==> src/rtl/fps_pkg.sv <==
package fps_pkg;
  localparam int WORD_W     = 32;
  localparam int PAGE_WORDS = 4;
  localparam int SEGS       = PAGE_WORDS / 2;
  typedef logic [PAGE_WORDS-1:0][WORD_W-1:0] page_t;
endpackage

==> src/rtl/fps_page_buf.sv <==
module fps_page_buf
  import fps_pkg::*;
#(
  parameter int PG_W = 4
) (
  input  logic                  clk_i,
  input  logic                  rst_ni,
  input  logic                  clr_i,
  input  logic                  wr_i,
  input  logic                  dw_i,
  input  logic [PG_W-1:0]       page_i,
  input  logic [1:0]            sel_i,
  input  logic [63:0]           wdata_i,
  output logic                  valid_o,
  output logic [PG_W-1:0]       page_o,
  output logic [PAGE_WORDS-1:0] mask_o,
  output page_t                 data_o
);
  always_ff @(posedge clk_i or negedge rst_ni) begin
    if (!rst_ni) begin
      valid_o <= 1'b0;
      page_o  <= '0;
      mask_o  <= '0;
      data_o  <= '1;
    end else if (clr_i) begin
      valid_o <= 1'b0;
      mask_o  <= '0;
      data_o  <= '1;
    end else if (wr_i) begin
      valid_o <= 1'b1;
      page_o  <= page_i;
      if (dw_i) begin
        data_o[{sel_i[1], 1'b0}] <= wdata_i[31:0];
        data_o[{sel_i[1], 1'b1}] <= wdata_i[63:32];
        mask_o[{sel_i[1], 1'b0}] <= 1'b1;
        mask_o[{sel_i[1], 1'b1}] <= 1'b1;
      end else begin
        data_o[sel_i] <= wdata_i[31:0];
        mask_o[sel_i] <= 1'b1;
      end
    end
  end
endmodule

==> src/rtl/fps_timer.sv <==
module fps_timer #(
  parameter int CYCLES = 8
) (
  input  logic clk_i,
  input  logic rst_ni,
  input  logic start_i,
  output logic busy_o,
  output logic fin_o
);
  localparam int CNT_W = (CYCLES > 1) ? $clog2(CYCLES) : 1;

  logic [CNT_W-1:0] cnt_q;

  assign fin_o = busy_o && (cnt_q == '0);

  always_ff @(posedge clk_i or negedge rst_ni) begin
    if (!rst_ni) begin
      busy_o <= 1'b0;
      cnt_q  <= '0;
    end else if (start_i) begin
      busy_o <= 1'b1;
      cnt_q  <= CNT_W'(CYCLES - 1);
    end else if (busy_o) begin
      if (cnt_q == '0) busy_o <= 1'b0;
      else             cnt_q  <= cnt_q - 1'b1;
    end
  end
endmodule

==> src/rtl/fps_array.sv <==
module fps_array
  import fps_pkg::*;
#(
  parameter int NUM_PAGES  = 16,
  parameter int NUM_BLOCKS = 4,
  parameter int PG_W       = 4,
  parameter int WA_W       = 6
) (
  input  logic                  clk_i,
  input  logic                  rst_ni,
  input  logic                  commit_i,
  input  logic [PG_W-1:0]       page_i,
  input  logic [PAGE_WORDS-1:0] mask_i,
  input  page_t                 data_i,
  input  logic [NUM_BLOCKS-1:0] lock_i,
  input  logic [WA_W-1:0]       rd_addr_i,
  output logic                  ok_o,
  output logic [WORD_W-1:0]     rd_data_o
);
  localparam int BLK_W  = $clog2(NUM_BLOCKS);
  localparam int BLK_SH = $clog2(NUM_PAGES / NUM_BLOCKS);

  page_t            mem_q [NUM_PAGES];
  logic [SEGS-1:0]  seg_q [NUM_PAGES];
  logic [SEGS-1:0]  touch;
  logic [PG_W-1:0]  blk_idx;

  for (genvar s = 0; s < SEGS; s++) begin : g_touch
    assign touch[s] = mask_i[2*s] | mask_i[2*s+1];
  end

  assign blk_idx   = page_i >> BLK_SH;
  assign ok_o      = !lock_i[blk_idx[BLK_W-1:0]] && ((touch & seg_q[page_i]) == '0);
  assign rd_data_o = mem_q[rd_addr_i[WA_W-1:2]][rd_addr_i[1:0]];

  for (genvar p = 0; p < NUM_PAGES; p++) begin : g_page
    always_ff @(posedge clk_i or negedge rst_ni) begin
      if (!rst_ni) begin
        mem_q[p] <= '1;
        seg_q[p] <= '0;
      end else if (commit_i && ok_o && (page_i == PG_W'(p))) begin
        for (int w = 0; w < PAGE_WORDS; w++) begin
          if (mask_i[w]) mem_q[p][w] <= mem_q[p][w] & data_i[w];
        end
        seg_q[p] <= seg_q[p] | touch;
      end
    end
  end
endmodule

==> src/rtl/flash_prog_seq.sv <==
module flash_prog_seq
  import fps_pkg::*;
#(
  parameter int NUM_PAGES   = 16,
  parameter int NUM_BLOCKS  = 4,
  parameter int PROG_CYCLES = 8,
  parameter int ADDR_W      = $clog2(NUM_PAGES) + 4
) (
  input  logic                  clk_i,
  input  logic                  rst_ni,
  input  logic                  cfg_we_i,
  input  logic                  cfg_pgm_i,
  input  logic                  cfg_ehv_i,
  output logic                  pgm_o,
  output logic                  ehv_o,
  output logic                  done_o,
  output logic                  pass_o,
  output logic                  seq_err_o,
  input  logic [NUM_BLOCKS-1:0] lock_i,
  input  logic                  bus_we_i,
  input  logic                  bus_dw_i,
  input  logic [ADDR_W-1:0]     bus_addr_i,
  input  logic [63:0]           bus_wdata_i,
  input  logic [ADDR_W-3:0]     rd_addr_i,
  output logic [WORD_W-1:0]     rd_data_o
);
  localparam int PG_W = ADDR_W - 4;
  localparam int WA_W = ADDR_W - 2;

  logic                  busy, fin, ok;
  logic                  buf_valid;
  logic [PG_W-1:0]       buf_page;
  logic [PAGE_WORDS-1:0] buf_mask;
  page_t                 buf_data;

  logic cfg_acc, ehv_next, start, start_real, start_nil, pgm_rise, buf_clr;
  logic misal, page_hit, wr_ok, err_set;

  assign cfg_acc    = cfg_we_i && !busy;
  assign ehv_next   = cfg_ehv_i && cfg_pgm_i && pgm_o;
  assign start      = cfg_acc && ehv_next && !ehv_o;
  assign start_real = start && buf_valid;
  assign start_nil  = start && !buf_valid;
  assign pgm_rise   = cfg_acc && cfg_pgm_i && !pgm_o;
  // leaving either mode drops the buffered page
  assign buf_clr    = cfg_acc && ((pgm_o != cfg_pgm_i) || (ehv_o && !ehv_next));

  assign misal    = bus_dw_i && bus_addr_i[2];
  assign page_hit = !buf_valid || (bus_addr_i[ADDR_W-1:4] == buf_page);
  assign wr_ok    = bus_we_i && pgm_o && !ehv_o && !misal && page_hit;
  assign err_set  = bus_we_i && (!pgm_o || (!ehv_o && (misal || !page_hit)));

  fps_page_buf #(.PG_W(PG_W)) u_buf (
    .clk_i   (clk_i),
    .rst_ni  (rst_ni),
    .clr_i   (buf_clr),
    .wr_i    (wr_ok),
    .dw_i    (bus_dw_i),
    .page_i  (bus_addr_i[ADDR_W-1:4]),
    .sel_i   (bus_addr_i[3:2]),
    .wdata_i (bus_wdata_i),
    .valid_o (buf_valid),
    .page_o  (buf_page),
    .mask_o  (buf_mask),
    .data_o  (buf_data)
  );

  fps_timer #(.CYCLES(PROG_CYCLES)) u_timer (
    .clk_i   (clk_i),
    .rst_ni  (rst_ni),
    .start_i (start_real),
    .busy_o  (busy),
    .fin_o   (fin)
  );

  fps_array #(
    .NUM_PAGES  (NUM_PAGES),
    .NUM_BLOCKS (NUM_BLOCKS),
    .PG_W       (PG_W),
    .WA_W       (WA_W)
  ) u_array (
    .clk_i     (clk_i),
    .rst_ni    (rst_ni),
    .commit_i  (fin),
    .page_i    (buf_page),
    .mask_i    (buf_mask),
    .data_i    (buf_data),
    .lock_i    (lock_i),
    .rd_addr_i (rd_addr_i),
    .ok_o      (ok),
    .rd_data_o (rd_data_o)
  );

  always_ff @(posedge clk_i or negedge rst_ni) begin
    if (!rst_ni) begin
      pgm_o     <= 1'b0;
      ehv_o     <= 1'b0;
      done_o    <= 1'b0;
      pass_o    <= 1'b0;
      seq_err_o <= 1'b0;
    end else begin
      if (cfg_acc) begin
        pgm_o <= cfg_pgm_i;
        ehv_o <= ehv_next;
        if (ehv_o && !ehv_next) done_o <= 1'b0;
      end
      if (start_nil) begin
        done_o <= 1'b1;
        pass_o <= 1'b0;
      end
      if (start_real) begin
        done_o <= 1'b0;
        pass_o <= 1'b0;
      end
      if (fin) begin
        done_o <= 1'b1;
        pass_o <= ok;
      end
      if (err_set)       seq_err_o <= 1'b1;
      else if (pgm_rise) seq_err_o <= 1'b0;
    end
  end
endmodule

==> config.mk <==
export PLATFORM = sky130hd
export DESIGN_NAME = flash_prog_seq
export DESIGN_NICKNAME = d
export VERILOG_FILES = /design/src/rtl/fps_pkg.sv /design/src/rtl/fps_page_buf.sv /design/src/rtl/fps_timer.sv /design/src/rtl/fps_array.sv /design/src/rtl/flash_prog_seq.sv
export SDC_FILE = /design/constraint.sdc
export NUM_CORES = 2
export LEC_CHECK = 0
export BUFFER_PORTS_ARGS = -buffer_cell sky130_fd_sc_hd__buf_4
export CAP_MARGIN = 30
export CORE_ASPECT_RATIO = 0.5
export CORE_MARGIN = 4
export CORE_UTILIZATION = 65
export DETAILED_ROUTE_END_ITERATION = 12
export GPL_ROUTABILITY_DRIVEN = 0
export PLACE_DENSITY = 0.82
export SETUP_SLACK_MARGIN = 0.5
export SLEW_MARGIN = 20
export SYNTH_ARGS = -nofsm -noshare
export SYNTH_HDL_FRONTEND = slang
export SYNTH_SLANG_ARGS = --single-unit
==> constraint.sdc <==
create_clock -name clk_i -period 3.8 [get_ports clk_i]
set_input_delay 0 -clock clk_i [delete_from_list [all_inputs] [get_ports clk_i]]
set_output_delay 0 -clock clk_i [all_outputs]
set_load 0.02 [all_outputs]
Word-level counts from Yosys, hierarchy flattened
Cells that the tools add are included.

Input bits: 89. ROM bits: 0. Output and inout port bits: 37. Memories kept: 0. Bits in writable memories: 0. Bits in latches: 0. Logic and storage cells: 389. Bits in registers: 2226.

$add $sub $neg: 1. Reductions and logical operators: 128. Mux-type cells: 49. Magnitude comparators: 10. $mul: 0. Bitwise logic cells: 89. Equality and inequality tests: 18. Shifts and indexed selects: 0. Divide/modulo/power cells: 0.

Operator list (count): AND 32 bit (64); two-way mux 128 bit (5); binary-select mux 128 bit (select 4 bit) (1); bitwise mux 128 bit (3); AND reduction 2 bit (67); two-way mux 32 bit (4); binary-select mux 32 bit (select 2 bit) (1); demux 32 bit (select 1 bit) (2); demux 32 bit (select 2 bit) (1); logical AND 1 bit (40); equality test 4 bit, second input constant (8); OR 2 bit (16); two-way mux 1 bit (19); equality test 4 x 3 -> 1 bit, second input constant (4); < comparator 2 x 3 -> 1 bit, second input constant (5); two-way mux 4 bit (3); >= comparator 5 bit, second input constant (2); NOT 4 -> 5 bit (2); two-way mux 3 bit (3); binary-select mux 2 bit (select 4 bit) (1); equality test 4 x 2 -> 1 bit, second input constant (2); logical NOT 1 bit (8); OR 4 bit (2); nonzero test 4 bit (2); 20 further kinds (30).

Depth between registers and ports, before layout
Word-level depth: 10. Mapped depth: 10. Depth with buffers taken out: 7.

Modules after synthesis
Synthesis repeated with hierarchy kept, for this count alone.

Cells, all modules: 7957. Area, all modules: 104082.3 µm².

Modules (own cells, without submodules): fps_array (cells an instance 7436, seq. area each 54612.4 µm², area each 97746.2 µm², times used 1); fps_page_buf (cells an instance 460, seq. area each 3588.4 µm², area each 5768.0 µm², times used 1); flash_prog_seq (cells an instance 40, seq. area each 125.1 µm², area each 354.1 µm², times used 1); fps_timer (cells an instance 21, seq. area each 100.1 µm², area each 214.0 µm², times used 1).

Least setup slack after synthesis
Ideal clock, no wire load.

Path kind: flip-flop to flip-flop. Start point: reg u_buf.page_o[1]. End point: reg u_array.mem_q[282] (netlist bit). Stages on the path, launching flop included: 11. Buffers on the path: 5. Library setup time: 77 ps. Data arrival time: 2317 ps. Data required time: 3723 ps. Slack: 1406 ps. Clock period less this slack: 2394 ps. Path through: dfrtp_1 > buf_2 > buf_4 > mux4_2 > a22oi_1 > o22ai_2 > or3_1 > clkbuf_1 > buf_6 > buf_6 > o21a_1.

Cells in the longest elaborated chain, start to end: 10. Elaborated cells on any way between the ends: 11. Those cells by class: eq/ne (1); mux (3); bitwise (2); reduce/logical (5).

RTL lines: start, declared (RTL line fps_page_buf.sv:15) `output logic [PG_W-1:0] page_o,`; start signal, assigned (RTL line fps_page_buf.sv:31) `page_o <= page_i;`; NOT 4 -> 5 bit (implied by the code) (RTL line fps_array.sv:33) `assign ok_o = !lock_i[blk_idx[BLK_W-1:0]] && ((touch & seg_q[page_i]) == '0);`; binary-select mux 2 bit (select 4 bit) (RTL line fps_array.sv:33); two-way mux 2 bit (implied by the code) (2 in a row) (RTL line fps_array.sv:33); AND 2 bit (RTL line fps_array.sv:33); logical NOT 2 bit (RTL line fps_array.sv:33); logical AND 1 bit (RTL line fps_array.sv:33); logical AND 1 bit (RTL line fps_array.sv:41) `end else if (commit_i && ok_o && (page_i == PG_W'(p))) begin`; logical AND 1 bit * (RTL line fps_array.sv:41); AND reduction 2 bit (no source line) *; end signal, assigned by index (RTL line fps_array.sv:43) `if (mask_i[w]) mem_q[p][w] <= mem_q[p][w] & data_i[w];`; end, declared (RTL line fps_array.sv:23) `page_t mem_q [NUM_PAGES];`.

Mark *: on every way between the ends. The rest lies on a longest branch, timed or not. The select of a mux whose other input is x is not followed. A chain may end at the register's enable or synchronous reset.

Worst setup path in the final report
Start point: reg u_array.mem_q[1294] (netlist bit). End point: out rd_data_o[14].

Cells in the longest elaborated chain, start to end: 5.

RTL lines: binary-select mux 128 bit (select 4 bit) (RTL line fps_array.sv:34) `assign rd_data_o = mem_q[rd_addr_i[WA_W-1:2]][rd_addr_i[1:0]];`; two-way mux 128 bit (implied by the code) (2 in a row) (RTL line fps_array.sv:34); binary-select mux 32 bit (select 2 bit) (RTL line fps_array.sv:34); two-way mux 32 bit (implied by the code) (RTL line fps_array.sv:34); end, declared (RTL line flash_prog_seq.sv:25) `output logic [WORD_W-1:0] rd_data_o`.

No other way between the ends. The select of a mux whose other input is x is not followed.

==> impl_results.md <==
* Status: completed
* Die footprint at 157,000 µm²
* Clk_lat worst skew at between 0.8 and 0.9 ns
* Synth async-reset ratio at 1.00
* Comb pwr share at 0.118
* Largest cells by area after synthesis: dfstp_2 59%, a21boi_0 12%, mux4_2 12%
* Crit Path Max Fanout at 2
* Residual DRC at 0
* Port bufs at 123
* Leak at about 40 nW
* CP Buf/Inv Count at 1
* Initial antenna violation count at 29
* Power Dens Cells at 466 nW/µm²
* Slowest CP cell: a221oi_1
* Critical Path AT at ~3.3 ns
* CTS Sinks at 2,226
* Syn Std Cell Area at 97,500 µm²
* TritonCTS clock tree: built
* ANT nets after route at 0
* Mapped Avg Cell Area at about 14 µm²
* Max-cap violations at 0
* Via/cell ratio at 7.30
* Global Route Usage Sum at 0.395
* Clock skew at between 0.04 and 0.05 ns
* Dpl cells at 8,856
* Warnings, synthesis at 0
* RSZ-0062 raised after global routing: no
* First-pass GRT wire length at 463,000 µm
* Number of core rows at 100
* Total Neg Setup Slack at 0 ns
* Sw Pwr at about 14 mW
* VDD IR max at 0.509 mV
* P_int at between 30 and 40 mW
* Period utilization at 0.872
* Routed WL at just over 300,000 µm
* Syn Nets at 7,141
* Starting density of the core at 0.655
* Post-synth top area share at 0.586
* Hpwl dp at roughly 180,000 µm
* Slew @ Worst Pin at ~1.5 ns
* Power Total at 50.9 mW
* CP Launch Type: register
* Final setup fails at 0
* Synth cell types at between 60 and 70
* WL/cell at 32.8 µm
* Crit path largest cell delay at ~0.8 ns
* Pins Over Slew Limit at 0
* Dominant synthesized flop cell: dfstp_2
* Peak Freq at ~0.30 GHz
* Min-Delay Path Class: in -> reg
* # IOs at 126
* Die Height at around 280 µm
* Clock-pin transition on the worst setup and hold timing paths at ~0.070 ns
* Switching power share of the total at 0.275
* DRT Pass-1 Iters at 6
* Proportion of layout cells with a drive suffix above 1 at 0.468
* Post-synth EDFFs at 0
* Sequential area share after synthesis at 0.599
* FF-to-FF setup slack at roughly 0.6 ns
* Synthesized flop and latch total at between 2,000 and 2,500
* Crit-path cells: mux2i_1, o21ai_0, a211o_1, nand3_1, a221oi_1, buf_4
* Vias in the first global route at 73,400
* Root Driver: clkbuf_16
* Nets at between 7,000 and 8,000
* Clk pwr share at 0.400
* CP required at ~3.8 ns
* Area delta synth->final at 12.0%
* Crit Path Class: reg -> out
* Num CTS Buffers at 188
* Final Hold Viols at 0
* Cells after Synth at between 7,000 and 8,000
* Vias at just under 70,000
* Core area at ~150,000 µm²
* CP top delay family: compound AO/OA/AOI/OAI gates
* Synth area leader: dfstp_2
* Iteration-0 DRC Markers at a little over 9,000
* Place WS at ~0.52 ns
* Htree depth at 4
* Clock buffer depth at 3
* Die width at 556 µm
* GR Overflow Total at 0
* Fin Hold WS at just under 0.04 ns
* Non-Filler Instances at 9,338
* Post-route worst setup slack at between 0.4 and 0.5 ns
* Share of power burned in registers at 0.482
* Final Critical Period at about 3.3 ns
* Largest net degree at the start of global routing at around 170
* Slew Limit Headroom at 0.0287
* Kind of end point of the critical path: output pin
## logic make-up (layout without fill, tap and decap cells)
group                    Yosys count  in the layout  share of synthesized area
adder cells (fa/ha/maj)            2              2                   0.000257
multiplexers                     614            614                      0.127
buffers and inverters            571            850                     0.0257
flip-flops                      2226           2226                      0.599
XOR/XNOR                           6              6                   0.000539
AO/OA/AOI/OAI                   2534           2534                      0.193
other                              0             20                          0
AND/OR/NAND/NOR                 1097           1097                     0.0545
## sequential cells by signal, indices dropped and copies added, names as in the netlist
| name | flops |
|---|---|
| done_o | 1 |
| ehv_o | 1 |
| pass_o | 1 |
| pgm_o | 1 |
| seq_err_o | 1 |
| u_array.mem_q | 2048 |
| u_array.seg_q | 32 |
| u_buf.data_o | 128 |
| u_buf.mask_o | 4 |
| u_buf.page_o | 4 |
| u_buf.valid_o | 1 |
| u_timer.busy_o | 1 |
| u_timer.cnt_q | 3 |
## placed cells by master (no fill, tap or decap), types with 24 or more instances in the layout
| cell type | Yosys | final |
|---|---|---|
| dfstp_2 | 2176 | 2176 |
| a21boi_0 | 1539 | 1539 |
| o21a_1 | 514 | 514 |
| mux4_2 | 499 | 499 |
| nor2_1 | 426 | 423 |
| buf_4 | 17 | 299 |
| nand2_1 | 245 | 242 |
| clkbuf_16 | 0 | 191 |
| nand2b_1 | 149 | 146 |
| o22ai_1 | 134 | 134 |
| nand3b_1 | 124 | 124 |
| dlygate4sd3_1 | 0 | 108 |
| mux2i_1 | 105 | 105 |
| buf_12 | 0 | 80 |
| a22oi_1 | 78 | 78 |
| o211ai_1 | 69 | 69 |
| clkbuf_8 | 0 | 45 |
| dfrtp_1 | 50 | 44 |
| clkinv_2 | 0 | 40 |
| nand3_1 | 44 | 38 |
| clkbuf_1 | 340 | 36 |
| nor4_1 | 28 | 28 |
| o221ai_1 | 28 | 28 |
| a21oi_1 | 26 | 26 |
| a211oi_1 | 26 | 26 |
| nor3_1 | 26 | 25 |
| o22a_1 | 25 | 25 |
| a21o_1 | 25 | 25 |
| o21ai_0 | 24 | 24 |
## worst paths after layout
path	to	from	cells past startpoint
setup / recovery	rd_data_o[14]	u_array.mem_q[1294]	6
hold / removal	u_buf.data_o[16]	bus_wdata_i[16]	4
setup reg to reg	u_array.mem_q[796]	u_buf.page_o[1]	8
hold reg to reg	u_array.seg_q[19]	u_array.seg_q[19]	1
max in group asynchronous	u_array.mem_q[904]	rst_ni	3
min in group asynchronous	u_array.mem_q[1290]	rst_ni	2
## worst register-to-register path, stage by stage (launching register included)
cell and delay [ns]:
dfrtp_2 0.54, buf_4 0.27, mux2i_1 0.22, a311oi_1 0.11, and3_1 0.35, nor4_4 0.36, buf_12 0.36, buf_4 0.63
a21boi_0 0.27
## through the flow
stage	util	area (µm²)
6_report	0.734	109000
5_1_grt	0.734	109000
4_1_cts	0.733	109000
3_5_place_dp	0.682	102000
3_3_place_gp	0.682	102000
2_1_floorplan	-	97500
## timing repair
action                     CTS  global route
gates resized for setup      1             2
setup endpoints to repair    1            44
hold endpoints to repair   294             0
hold buffers               108             0
setup buffers                0             6
## area by class of cell
cell class	count	area, µm²
flip-flops and latches	2226	58400
fillers	8562	39600
multi-input cells	4253	36800
clock buffers	272	5530
repair buffers	492	5010
well taps	1989	2490
clock inverters	76	925
diodes	20	50.0
inverters	10	37.5
## power by group through the flow
stage | clock, mW | sequential, mW | combinational (mW)
final | 20.4 | 24.5 | 6.01
after floorplan | 0 | 24.7 | 2.67
after CTS | 20.4 | 24.5 | 5.78
after global placement | 0 | 24.8 | 5.54
after detailed placement | 0 | 24.9 | 5.64
after global routing | 21.5 | 24.6 | 6.10
## synthesized netlist by cell type, drive strengths merged, types with 9 or more instances
| master | count |
|---|---|
| inv | 9 |
| nor2b | 21 |
| mux2 | 10 |
| mux2i | 105 |
| nand3b | 124 |
| nor2 | 426 |
| a31oi | 18 |
| a22oi | 78 |
| o21a | 514 |
| a21boi | 1539 |
| buf | 221 |
| a211oi | 26 |
| a21o | 25 |
| nor3 | 29 |
| mux4 | 499 |
| o211ai | 69 |
| nand3 | 44 |
| a21oi | 26 |
| nand2b | 149 |
| o22a | 25 |
| dfrtp | 50 |
| dfstp | 2176 |
| clkbuf | 340 |
| nor4 | 29 |
| o221ai | 28 |
| nand2 | 245 |
| o21ai | 24 |
| o22ai | 135 |
## layer usage
metal	track usage	share of wire	vias to the layer above	routed length (µm)
li1	-	-	26200	-
met1	0.509	0.36	35800	109000
met2	0.589	0.45	4926	137000
met3	0.140	0.13	1256	40500
met4	0.224	0.063	20	19200
met5	0	0.00049	-	149
Power figures use the tool's default switching activity.
